--- src/rtl/scan_pkg.sv ---
package scan_pkg;
  localparam int CHAN_W = 4;
  localparam int GAIN_W = 2;
  localparam int DIFF_PAIRS = (1 << CHAN_W) / 2;

  typedef struct packed {
    logic [CHAN_W-1:0] chan;
    logic [GAIN_W-1:0] gain;
  } scan_entry_t;
endpackage

--- src/rtl/scan_list_ram.sv ---
module scan_list_ram
  import scan_pkg::*;
#(
  parameter int DEPTH = 176,
  localparam int IDX_W = $clog2(DEPTH)
) (
  input  logic              clk,
  input  logic              wr_en,
  input  logic [IDX_W-1:0]  wr_idx,
  input  scan_entry_t       wr_entry,
  input  logic [IDX_W-1:0]  rd_idx,
  output scan_entry_t       rd_entry
);
  scan_entry_t mem [DEPTH];

  always_ff @(posedge clk) begin
    if (wr_en && (wr_idx < IDX_W'(DEPTH))) mem[wr_idx] <= wr_entry;
  end

  assign rd_entry = mem[rd_idx];
endmodule

--- src/rtl/scan_index_ctl.sv ---
module scan_index_ctl #(
  parameter int DEPTH = 176,
  localparam int IDX_W = $clog2(DEPTH),
  localparam logic [IDX_W-1:0] MAX_IDX = IDX_W'(DEPTH - 1)
) (
  input  logic              clk,
  input  logic              rst_n,
  input  logic              restart,
  input  logic              advance,
  input  logic              last_wr_en,
  input  logic [IDX_W-1:0]  last_wr_val,
  output logic [IDX_W-1:0]  cur_idx
);
  logic [IDX_W-1:0] last_q;
  logic [IDX_W-1:0] next_idx;

  assign next_idx = (cur_idx == last_q) ? '0 : cur_idx + 1'b1;

  always_ff @(posedge clk) begin
    if (!rst_n) begin
      last_q <= '0;
    end else if (last_wr_en) begin
      last_q <= (last_wr_val > MAX_IDX) ? MAX_IDX : last_wr_val;
    end
  end

  always_ff @(posedge clk) begin
    if (!rst_n)       cur_idx <= '0;
    else if (restart) cur_idx <= '0;
    else if (advance) cur_idx <= next_idx;
  end
endmodule

--- src/rtl/scan_sample_out.sv ---
module scan_sample_out #(
  parameter int DATA_W = 16,
  parameter int IDX_W = 8
) (
  input  logic              clk,
  input  logic              rst_n,
  input  logic              load,
  input  logic [DATA_W-1:0] load_data,
  input  logic [IDX_W-1:0]  load_idx,
  input  logic              ready,
  output logic              valid,
  output logic [DATA_W-1:0] data,
  output logic [IDX_W-1:0]  idx,
  output logic              accept
);
  assign accept = valid && ready;

  always_ff @(posedge clk) begin
    if (!rst_n) begin
      valid <= 1'b0;
      data  <= '0;
      idx   <= '0;
    end else if (load && !valid) begin
      valid <= 1'b1;
      data  <= load_data;
      idx   <= load_idx;
    end else if (accept) begin
      valid <= 1'b0;
    end
  end
endmodule

--- src/rtl/scan_sequencer.sv ---
module scan_sequencer
  import scan_pkg::*;
#(
  parameter int DEPTH = 176,
  parameter int DATA_W = 16,
  localparam int IDX_W = $clog2(DEPTH)
) (
  input  logic              clk,
  input  logic              rst_n,
  input  logic              start,
  input  logic              stop,
  input  logic              diff_mode,
  input  logic              lst_wr_en,
  input  logic [IDX_W-1:0]  lst_wr_idx,
  input  logic [CHAN_W-1:0] lst_wr_chan,
  input  logic [GAIN_W-1:0] lst_wr_gain,
  input  logic              last_wr_en,
  input  logic [IDX_W-1:0]  last_wr_val,
  input  logic              pacer_tick,
  output logic [CHAN_W-1:0] mux_chan,
  output logic [GAIN_W-1:0] mux_gain,
  output logic              mux_diff,
  output logic              conv_strobe,
  input  logic              adc_done,
  input  logic [DATA_W-1:0] adc_data,
  output logic              smp_valid,
  input  logic              smp_ready,
  output logic [DATA_W-1:0] smp_data,
  output logic [IDX_W-1:0]  smp_idx,
  output logic              scanning,
  output logic              overrun,
  output logic              chan_err
);
  scan_entry_t      rd_entry;
  logic [IDX_W-1:0] cur_idx;
  logic [IDX_W-1:0] conv_idx;
  logic             busy;
  logic             accept;
  logic             tick_take;
  logic             tick_drop;
  logic             bad_chan;
  logic             do_start;
  logic             host_wr_ok;

  assign host_wr_ok = !scanning;
  assign do_start   = start && !scanning && !stop;
  assign tick_take  = pacer_tick && scanning && !busy;
  assign tick_drop  = pacer_tick && scanning && busy;
  assign bad_chan   = mux_diff && (rd_entry.chan >= CHAN_W'(DIFF_PAIRS));

  scan_list_ram #(.DEPTH(DEPTH)) u_list (
    .clk      (clk),
    .wr_en    (lst_wr_en && host_wr_ok),
    .wr_idx   (lst_wr_idx),
    .wr_entry ('{chan: lst_wr_chan, gain: lst_wr_gain}),
    .rd_idx   (cur_idx),
    .rd_entry (rd_entry)
  );

  scan_index_ctl #(.DEPTH(DEPTH)) u_index (
    .clk         (clk),
    .rst_n       (rst_n),
    .restart     (do_start),
    .advance     (tick_take),
    .last_wr_en  (last_wr_en && host_wr_ok),
    .last_wr_val (last_wr_val),
    .cur_idx     (cur_idx)
  );

  scan_sample_out #(.DATA_W(DATA_W), .IDX_W(IDX_W)) u_out (
    .clk       (clk),
    .rst_n     (rst_n),
    .load      (adc_done && busy),
    .load_data (adc_data),
    .load_idx  (conv_idx),
    .ready     (smp_ready),
    .valid     (smp_valid),
    .data      (smp_data),
    .idx       (smp_idx),
    .accept    (accept)
  );

  // run control and input mode
  always_ff @(posedge clk) begin
    if (!rst_n) begin
      scanning <= 1'b0;
      mux_diff <= 1'b0;
    end else if (stop) begin
      scanning <= 1'b0;
    end else if (do_start) begin
      scanning <= 1'b1;
      mux_diff <= diff_mode;
    end
  end

  // conversion issue and busy tracking
  always_ff @(posedge clk) begin
    if (!rst_n) begin
      conv_strobe <= 1'b0;
      busy        <= 1'b0;
      mux_chan    <= '0;
      mux_gain    <= '0;
      conv_idx    <= '0;
    end else begin
      conv_strobe <= 1'b0;
      if (tick_take && !bad_chan) begin
        conv_strobe <= 1'b1;
        busy        <= 1'b1;
        mux_chan    <= rd_entry.chan;
        mux_gain    <= rd_entry.gain;
        conv_idx    <= cur_idx;
      end else if (accept) begin
        busy <= 1'b0;
      end
    end
  end

  // sticky status
  always_ff @(posedge clk) begin
    if (!rst_n) begin
      overrun  <= 1'b0;
      chan_err <= 1'b0;
    end else if (do_start) begin
      overrun  <= 1'b0;
      chan_err <= 1'b0;
    end else begin
      if (tick_drop)             overrun  <= 1'b1;
      if (tick_take && bad_chan) chan_err <= 1'b1;
    end
  end
endmodule

--- config.mk ---
export PLATFORM = sky130hd
export DESIGN_NAME = scan_sequencer
export DESIGN_NICKNAME = d
export VERILOG_FILES = /design/src/rtl/scan_pkg.sv /design/src/rtl/scan_list_ram.sv /design/src/rtl/scan_index_ctl.sv /design/src/rtl/scan_sample_out.sv /design/src/rtl/scan_sequencer.sv
export SDC_FILE = /design/constraint.sdc
export NUM_CORES = 1
export LEC_CHECK = 0
export BUFFER_PORTS_ARGS = -buffer_cell sky130_fd_sc_hd__buf_2
export CAP_MARGIN = 15
export CELL_PAD_IN_SITES_DETAIL_PLACEMENT = 0
export CELL_PAD_IN_SITES_GLOBAL_PLACEMENT = 2
export CORE_UTILIZATION = 50
export DETAILED_ROUTE_END_ITERATION = 10
export PLACE_DENSITY_LB_ADDON = 0.25
export SLEW_MARGIN = 5
export SYNTH_ARGS = -nofsm -noshare
export SYNTH_HDL_FRONTEND = slang
export SYNTH_SLANG_ARGS = --single-unit
--- constraint.sdc ---
create_clock -name clk -period 5.9 [get_ports clk]
set_clock_uncertainty 0.05 [all_clocks]
set_input_delay 1.18 -clock clk [delete_from_list [all_inputs] [get_ports clk]]
set_output_delay 1.18 -clock clk [all_outputs]
set_load 0.02 [all_outputs]
== Word level (Yosys, flattened, before mapping) ==
Memory sizes are Yosys's and may differ from the RTL's. A register that Yosys moved wholly into a read port is not among the register bits.
Index checks and enable logic that the tools add are counted.
Operators by class
  bitwise operators: 2
  $add $sub $neg: 1
  equality and inequality tests: 1
  reductions and logical operators: 24
  order comparisons: 3
  muxes and demuxes: 10
Operators with widths (number)
  $mux W8: 4
  $logic_and A1 B1 Y1: 14
  $add A8 B1 Y8 const B: 1
  $eq A8 B8 Y1: 1
  $gt A8 B8 Y1 const B: 1
  $lt A8 B8 Y1 const B: 1
  $mux W1: 6
  $logic_not A1 Y1: 5
  $ge A4 B4 Y1 const B: 1
  $reduce_bool A2 Y1: 2
  $reduce_or A2 Y1: 2
  $not A1 Y1: 2
  $reduce_and A2 Y1: 1
Storage, ports and cells
  logic and storage cells: 56
  input port bits: 48
  output and inout bits: 36
  bits in writable memories: 1056
  memories: 1
  bits in registers: 61
Memories
  u_list.mem: words 176, width 6, read ports 1, clocked after memory_dff 1, wr ports 1, RTL line scan_list_ram.sv:14  | scan_entry_t mem [DEPTH];

== Logic depth before layout (Yosys ltp) ==
Gate-level depths: netlist (run 1).
  depth in word-level cells: 5
  gate-level depth with buffers: 15
  gate-level depth less buffers: 7

== Modules after synthesis ==
A second synthesis (run 1) with hierarchy kept.
Second synthesis, totals
  cells, all modules: 2295
  area total of the unflattened synthesis: 44194.9 µm²
By module, submodules not included
  scan_list_ram: instances 1, seq. area each 31710.4 µm², area an instance 41639.9 µm², cells each 2027
  scan_sample_out: instances 1, seq. area each 500.5 µm², area an instance 1003.5 µm², cells each 109
  scan_sequencer: instances 1, seq. area each 400.4 µm², area an instance 815.8 µm², cells each 84
  scan_index_ctl: instances 1, seq. area each 320.3 µm², area an instance 735.7 µm², cells each 75

== Worst setup path after synthesis (run 1) ==
No wires, ideal clock.
  path type: reg-to-reg
  from: reg (tool-made name)
  to: reg mux_gain[0]
  setup time: 119 ps
  setup slack: 2991 ps
  cell stages (with the launch flop): 13
  clock period less this slack: 2909 ps
  path buffers: 6
  required time: 5731 ps
  arrival: 2739 ps
  cell sequence: dfxtp_1 > buf_2 > clkbuf_8 > clkbuf_8 > buf_2 > buf_2 > buf_1 > mux4_2 > a221oi_1 > o22ai_1 > a211o_2 > nand4_1 > mux2i_1
RTL lines
  end signal: assignment: RTL line scan_sequencer.sv:110  | mux_gain <= rd_entry.gain;
  end: declaration: RTL line scan_sequencer.sv:21  | output logic [GAIN_W-1:0] mux_gain,

==> results.cfg, run 1 <==
[cells_and_area]
fillers = 6436
final_nets = 2397
syn2layout_area_growth_pct = 11.8
drive_above_1_share = 0.242

[status]
status = complete, no violations

[clock_network]
cts_buffer_depth = 3
cts_resized = 0
insertion_delay_ns = 0.69
clkTransAtPathRegs_ns = 0.06
cts-hold-fix-buffers = 0
cts_setup_buffers = 0
clock-sinks = 1125
htreeDepth = 3
tritoncts = done
ctsRootBufferMaster = clkbuf_16
cts_buffers = 110

[routing]
drtIter0Drc = 2619
wirelength_um = 109000
ant_nets = 0
route.detailed.drc = 0
routed_via_density = 6.16
dr_total_vias = 22200
drt_first_pass_iters = 7
avgRoutedWirePerCell_um = 30.3

[sta]
holdWs_ns = 0.401
rsz0062_at_grt = false
worstMarginPinSlew_ns = 1.10
min_period_ns = 4.02
fin_tns_setup_ns = 0
period_share = 0.682
max_freq_ghz = 0.249
slew_headroom = 0.263
slew_violations = 0
final_hold_viol_count = 0
setup_viol = 0

[synthesis]
yosys_warnings = 0
ys_seq_area_frac = 0.751
synth_cell_types = 69
async_reset_ff_frac = 0
syn_inst = 2235
synthFlopType = edfxtp_1
ys_ff_latch = 1125
syn_nets = 2284
avgSynthCellArea_um2 = 19.7
synth_top_area_frac = 0.720
synth_edf_count = 1056
synth_top_area_cell = edfxtp_1
synth.most_common_cell = edfxtp_1
synth_top_cells_by_area = edfxtp_1 72%, mux4_2 12%, dfxtp_1 3.1%, nor2_1 1.7%, mux2i_1 1.3%
synth_area_um2 = 44000
synthTopCellsByCount = 1056 x edfxtp_1, 242 x mux4_2, 205 x nor2_1

[worst_setup_path]
arrival_ns = 4.49
r2r_cells = 7
worstPathMaxFanout = 63
critPathMaxStageDelay_ns = 0.75
r2r_slack_ns = 1.88
rr_endpoint = conv_idx[1]$_SDFFE_PN0P_
crit_slowest_cell = o311ai_2
start_kind = flip-flop
crit_required_ns = 6.37
crit_path_cell_trace = buf_12 > mux4_2 > a22oi_1 > a21oi_1 > o311ai_2 > o221ai_4 > mux2i_1
worstSetupPathType = flip-flop to flip-flop
cp_num_buf_inv = 1
crit_family = compound AO/OA/AOI/OAI gates
end_kind = flip-flop

[power_and_ir_drop]
leakage_nw = 15.2
power_w = 0.0161
ir_drop_v = 0.000236
power_density_nw_per_um2 = 327

[placement]
portBuffers = 83
dp_hpwl_um = 68200
place_congestion = 0.849

[floorplanning]
start_util = 0.506
ios = 84
die_x_um = 299
die_h_um = 299
core_um2 = 87000
rows = 108
dieArea_um2 = 89300

[grt]
antenna_found_initial = 4
grt_overflow = 0
grt_max_degree = 111
grt_usage = 0.248
grt_pass1_vias = 22700
grt_pass1_wl_um = 158000

[hold_path]
worst_hold_path.num_cells = 2
min_from = u_out.idx[2]$_SDFFE_PN0P_
worstHoldPathType = flip-flop to flip-flop
hold_end = u_out.idx[2]$_SDFFE_PN0P_

[flow_run]
cap_violations = 0
## registers in the layout, summed over array words and instances, names as in the netlist, named ones only
| register | flops |
|---|---|
| busy | 1 |
| chan_err | 1 |
| conv_idx | 8 |
| conv_strobe | 1 |
| mux_chan | 4 |
| mux_diff | 1 |
| mux_gain | 2 |
| overrun | 1 |
| scanning | 1 |
| u_index.cur_idx | 8 |
| u_index.last_q | 8 |
| u_list.mem | 1056 |
| u_out.data | 16 |
| u_out.idx | 8 |
| u_out.valid | 1 |
## worst reg2reg max path, delay by kind of cell (launching register included)
family / cells / cell delay, ns
buf+inv: 1 / 0.47
flops: 1 / 0.73
mux: 2 / 0.93
compound gates: 4 / 1.70
## cell families after synthesis
| group | count (synthesis) | share of synthesized area |
|---|---|---|
| multiplexers | 339 | 0.153 |
| buffers and inverters | 143 | 0.0196 |
| AND/OR/NAND/NOR | 425 | 0.0424 |
| XOR/XNOR | 15 | 0.00298 |
| flip-flops | 1125 | 0.751 |
| adder cells (fa/ha/maj) | 1 | 0.000284 |
| AO/OA/AOI/OAI | 187 | 0.0299 |
## metrics by stage
stage | utilization | setup slack, ns | cells | area, µm²
finish | 0.565 | 1.88 | 3596 | 49200
CTS | 0.565 | 1.90 | 3594 | 49200
global route | 0.565 | 1.64 | 3594 | 49200
detailed placement | 0.524 | 1.80 | 3391 | 45600
floorplan | - | 2.99 | 2235 | 44000
global placement | 0.524 | 1.79 | 3390 | 45600
## worst max path at each step
stage	start	endpoint	slack (ns)	depth (start not counted)
after detailed placement	lst_wr_idx[7]	u_list.mem[62][1]$_DFFE_PP_	1.80	4
after CTS	flip-flop	mux_gain[1]$_SDFFE_PN0P_	1.90	8
after global routing	flip-flop	conv_idx[1]$_SDFFE_PN0P_	1.64	7
after floorplan	flip-flop	mux_gain[0]$_SDFFE_PN0P_	2.99	12
after global placement	lst_wr_idx[7]	u_list.mem[61][0]$_DFFE_PP_	1.79	4
final	flip-flop	conv_idx[1]$_SDFFE_PN0P_	1.88	7
## where the power goes
part / total, W / leakage, nW / switching [W] / internal, W
combinational: 0.000389 / 3.36 / 0.000277 / 0.000112
clock: 0.00697 / 1.76 / 0.00294 / 0.00403
sequential: 0.00875 / 10.1 / 0.0000133 / 0.00874
## cell type report
type                            count  area (µm²)  area share
Tap cell                         1155        1450      0.0294
Multi-Input combinational cell    967       10100       0.206
Inverter                            8        30.0    0.000610
Timing Repair Buffer              136         923      0.0188
Clock buffer                      133        2950      0.0600
Antenna cell                        2        5.00    0.000102
Sequential cell                  1125       33100       0.673
Clock inverter                     70         633      0.0129
## cell usage in the layout, fill, tap and decap left out, drive strengths merged, types with 4 or more instances in the layout
| cell | Yosys | routed |
|---|---|---|
| or4 | 5 | 5 |
| o221a | 5 | 5 |
| nor2 | 206 | 206 |
| xnor2 | 5 | 5 |
| nand2b | 7 | 7 |
| nand2 | 118 | 118 |
| a22oi | 35 | 35 |
| a21oi | 53 | 53 |
| a211oi | 4 | 4 |
| clkinv | 2 | 53 |
| clkbuf | 71 | 133 |
| and2 | 4 | 4 |
| o22ai | 25 | 25 |
| buf | 63 | 136 |
| mux4 | 261 | 261 |
| nand3 | 20 | 20 |
| edfxtp | 1056 | 1056 |
| a211o | 4 | 4 |
| a22o | 12 | 12 |
| mux2 | 20 | 20 |
| nor2b | 15 | 15 |
| inv | 6 | 10 |
| mux2i | 58 | 58 |
| or2 | 4 | 4 |
| nor4 | 4 | 4 |
| nand3b | 5 | 5 |
| nor3b | 9 | 9 |
| xor2 | 10 | 10 |
| and3 | 4 | 4 |
| a221oi | 13 | 13 |
| dfxtp | 69 | 69 |
| nor3 | 4 | 4 |
| nand4 | 10 | 10 |
| clkinvlp | 0 | 4 |
| o221ai | 5 | 5 |
| o21ai | 14 | 14 |
| bufinv | 0 | 11 |
## layer usage
layer | track usage | wire, µm
met5 | 0 | 13
met1 | 0.356 | 44900
met3 | 0.0547 | 9890
met4 | 0.0842 | 3270
met2 | 0.380 | 50700
Power figures use the tool's default switching activity.
==> run 2: changes to the inputs <==
--- a/config.mk
+++ b/config.mk
@@ -9,7 +9,7 @@
 export CAP_MARGIN = 15
 export CELL_PAD_IN_SITES_DETAIL_PLACEMENT = 0
 export CELL_PAD_IN_SITES_GLOBAL_PLACEMENT = 2
-export CORE_UTILIZATION = 50
+export CORE_UTILIZATION = 49
 export DETAILED_ROUTE_END_ITERATION = 10
 export PLACE_DENSITY_LB_ADDON = 0.25
 export SLEW_MARGIN = 5
==> constraint.sdc (replaced) <==
create_clock -name clk -period 4.16 [get_ports clk]
set_clock_uncertainty 0.05 [all_clocks]
set_input_delay 0.832 -clock clk [delete_from_list [all_inputs] [get_ports clk]]
set_output_delay 0.832 -clock clk [all_outputs]
set_load 0.02 [all_outputs]
==> run 2 against run 1 <==
Net effect:
- die area increased by 2.0%
- cell count rose by 4.0%
- register-to-register slack got worse by 1.6 ns
- largest power group unchanged
- sequential cell count stayed put
- critical path type unchanged
- design area is 2.5% higher
- sequential power is 42% higher
- non-clock buffer count up 124
- fmax is 4.3% higher
- core utilization up 0.35 points
- critical endpoint is now conv_idx[2]$_SDFFE_PN0P_
- the flow now finishes with violations (design-rule violations)
- sequential share of layout area down 1.6 points
- worst setup slack got worse by 1.6 ns
==> results.cfg, run 2 (synthesis gave the netlist of run 1 again) <==
[status]
status = finished, violations left
violations = design-rule violations

[power_and_ir_drop]
leakage_nw = 16.0
comb_power_share = 0.024
p_int_w = 0.0187
seqPwrFrac = 0.530
ir_drop_v = 0.000378
power_w = 0.0234
p_switching_w = 0.00470
p_sw_frac = 0.201
power_density_nw_per_um2 = 464
clock_power_share = 0.446

[hold_path]
worstHoldPathType = input pin to flip-flop

[clock_network]
cts_resized = 0
cts_buffers = 114
insertion_delay_ns = 0.70
cts_buffer_depth = 3
clock-sinks = 1125
clkTransAtPathRegs_ns = 0.06
ctsRootBufferMaster = clkbuf_16
htreeDepth = 3
cts-hold-fix-buffers = 0
tritoncts = done
cts_setup_buffers = 0

[worst_setup_path]
crit_path_cell_trace = buf_12 > nand3b_1 > o22ai_1 > nor4_1 > o22ai_1 > a221oi_2 > o221ai_4 > mux2i_1
worstSetupPathType = flip-flop to flip-flop
start_kind = flip-flop
arrival_ns = 4.34
crit_required_ns = 4.65
worstPathMaxFanout = 38
end_kind = flip-flop
crit_family = compound AO/OA/AOI/OAI gates
cp_common_cell = o22ai_1
cp_num_buf_inv = 1
crit_slowest_cell = dfxtp_4
critPathMaxStageDelay_ns = 0.80

[sta]
fin_tns_setup_ns = 0
period_share = 0.927
rsz0062_at_grt = false
setup_viol = 0
final_hold_viol_count = 0
max_freq_ghz = 0.259
slew_headroom = 0.261
slew_violations = 0
worstMarginPinSlew_ns = 1.11
min_period_ns = 3.86

[grt]
antenna_found_initial = 1
grt_max_degree = 113
grt_pass1_vias = 23000
grt_pass1_wl_um = 161000
grt_overflow = 0
grt_usage = 0.248

[placement]
place_congestion = 0.869
place_area_um2 = 46600
place_inst = 3524
dp_hpwl_um = 71000
portBuffers = 83

[routing]
dr_total_vias = 22600
drtIter0Drc = 2385
wirelength_um = 110000
routed_via_density = 6.05
drt_first_pass_iters = 8
avgRoutedWirePerCell_um = 29.4
route.detailed.drc = 9
ant_nets = 0

[cells_and_area]
syn2layout_area_growth_pct = 14.5
layout_common_cells = 1056 x edfxtp_1, 242 x mux4_2, 203 x nor2_1
largest_reg_flops = 1056
final_core_util = 0.569
layoutNonFillerInstCount = 3741
drive_above_1_share = 0.283
post-route-cell-area_um2 = 50400
reg_top3 = u_list.mem: 1056 flops, u_out.data: 16 flops
largest_register = u_list.mem
final_nets = 2525
n_antenna_cell = 0
final_common_cell = edfxtp_1

[floorplanning]
dieArea_um2 = 91100
rows = 109
die_h_um = 302
start_util = 0.497
ios = 84
die_x_um = 302
core_um2 = 88600

[flow_run]
cap_violations = 0
## run 2: cell type report
| class | instances | area [µm²] |
|---|---|---|
| fillers | 6633 | 38200 |
| flip-flops and latches | 1125 | 33100 |
| multi-input cells | 967 | 10100 |
| clock buffers | 142 | 3050 |
| repair buffers | 260 | 1910 |
| well taps | 1165 | 1460 |
| clock inverters | 74 | 800 |
| inverters | 8 | 30.0 |
## run 2: layer usage
layer  GRT usage  part of all wire  vias up
met3      0.0514             0.084      131
met2       0.374              0.46      892
li1            -                 -     9605
met5           0                 0        -
met1       0.369              0.43    12000
met4      0.0689             0.023        0
## run 2: worst paths after layout
kind | slack [ns] | startpoint | endpoint | cells past startpoint
setup / recovery | 0.30 | flip-flop | conv_idx[2]$_SDFFE_PN0P_ | 8
hold / removal | 0.28 | stop | scanning$_SDFFE_PP0P_ | 2
setup reg to reg | 0.30 | flip-flop | conv_idx[2]$_SDFFE_PN0P_ | 8
hold reg to reg | 0.40 | u_out.data[7]$_SDFFE_PN0P_ | u_out.data[7]$_SDFFE_PN0P_ | 2
## run 2: through the flow
stage          hold slack, ns  setup WS [ns]
6_report                0.278          0.304
5_1_grt                 0.285          0.142
4_1_cts                 0.239          0.330
3_5_place_dp            0.393          0.379
3_3_place_gp            0.390          0.291
2_1_floorplan           0.382           1.25
## run 2: power by group through the flow
stage,logic (W),clock network (W),registers (W)
floorplan,0.000235,0,0.0126
global placement,0.000552,0,0.0126
detailed placement,0.000569,0,0.0126
CTS,0.000570,0.0106,0.0124
global route,0.000606,0.0110,0.0124
finish,0.000566,0.0104,0.0124
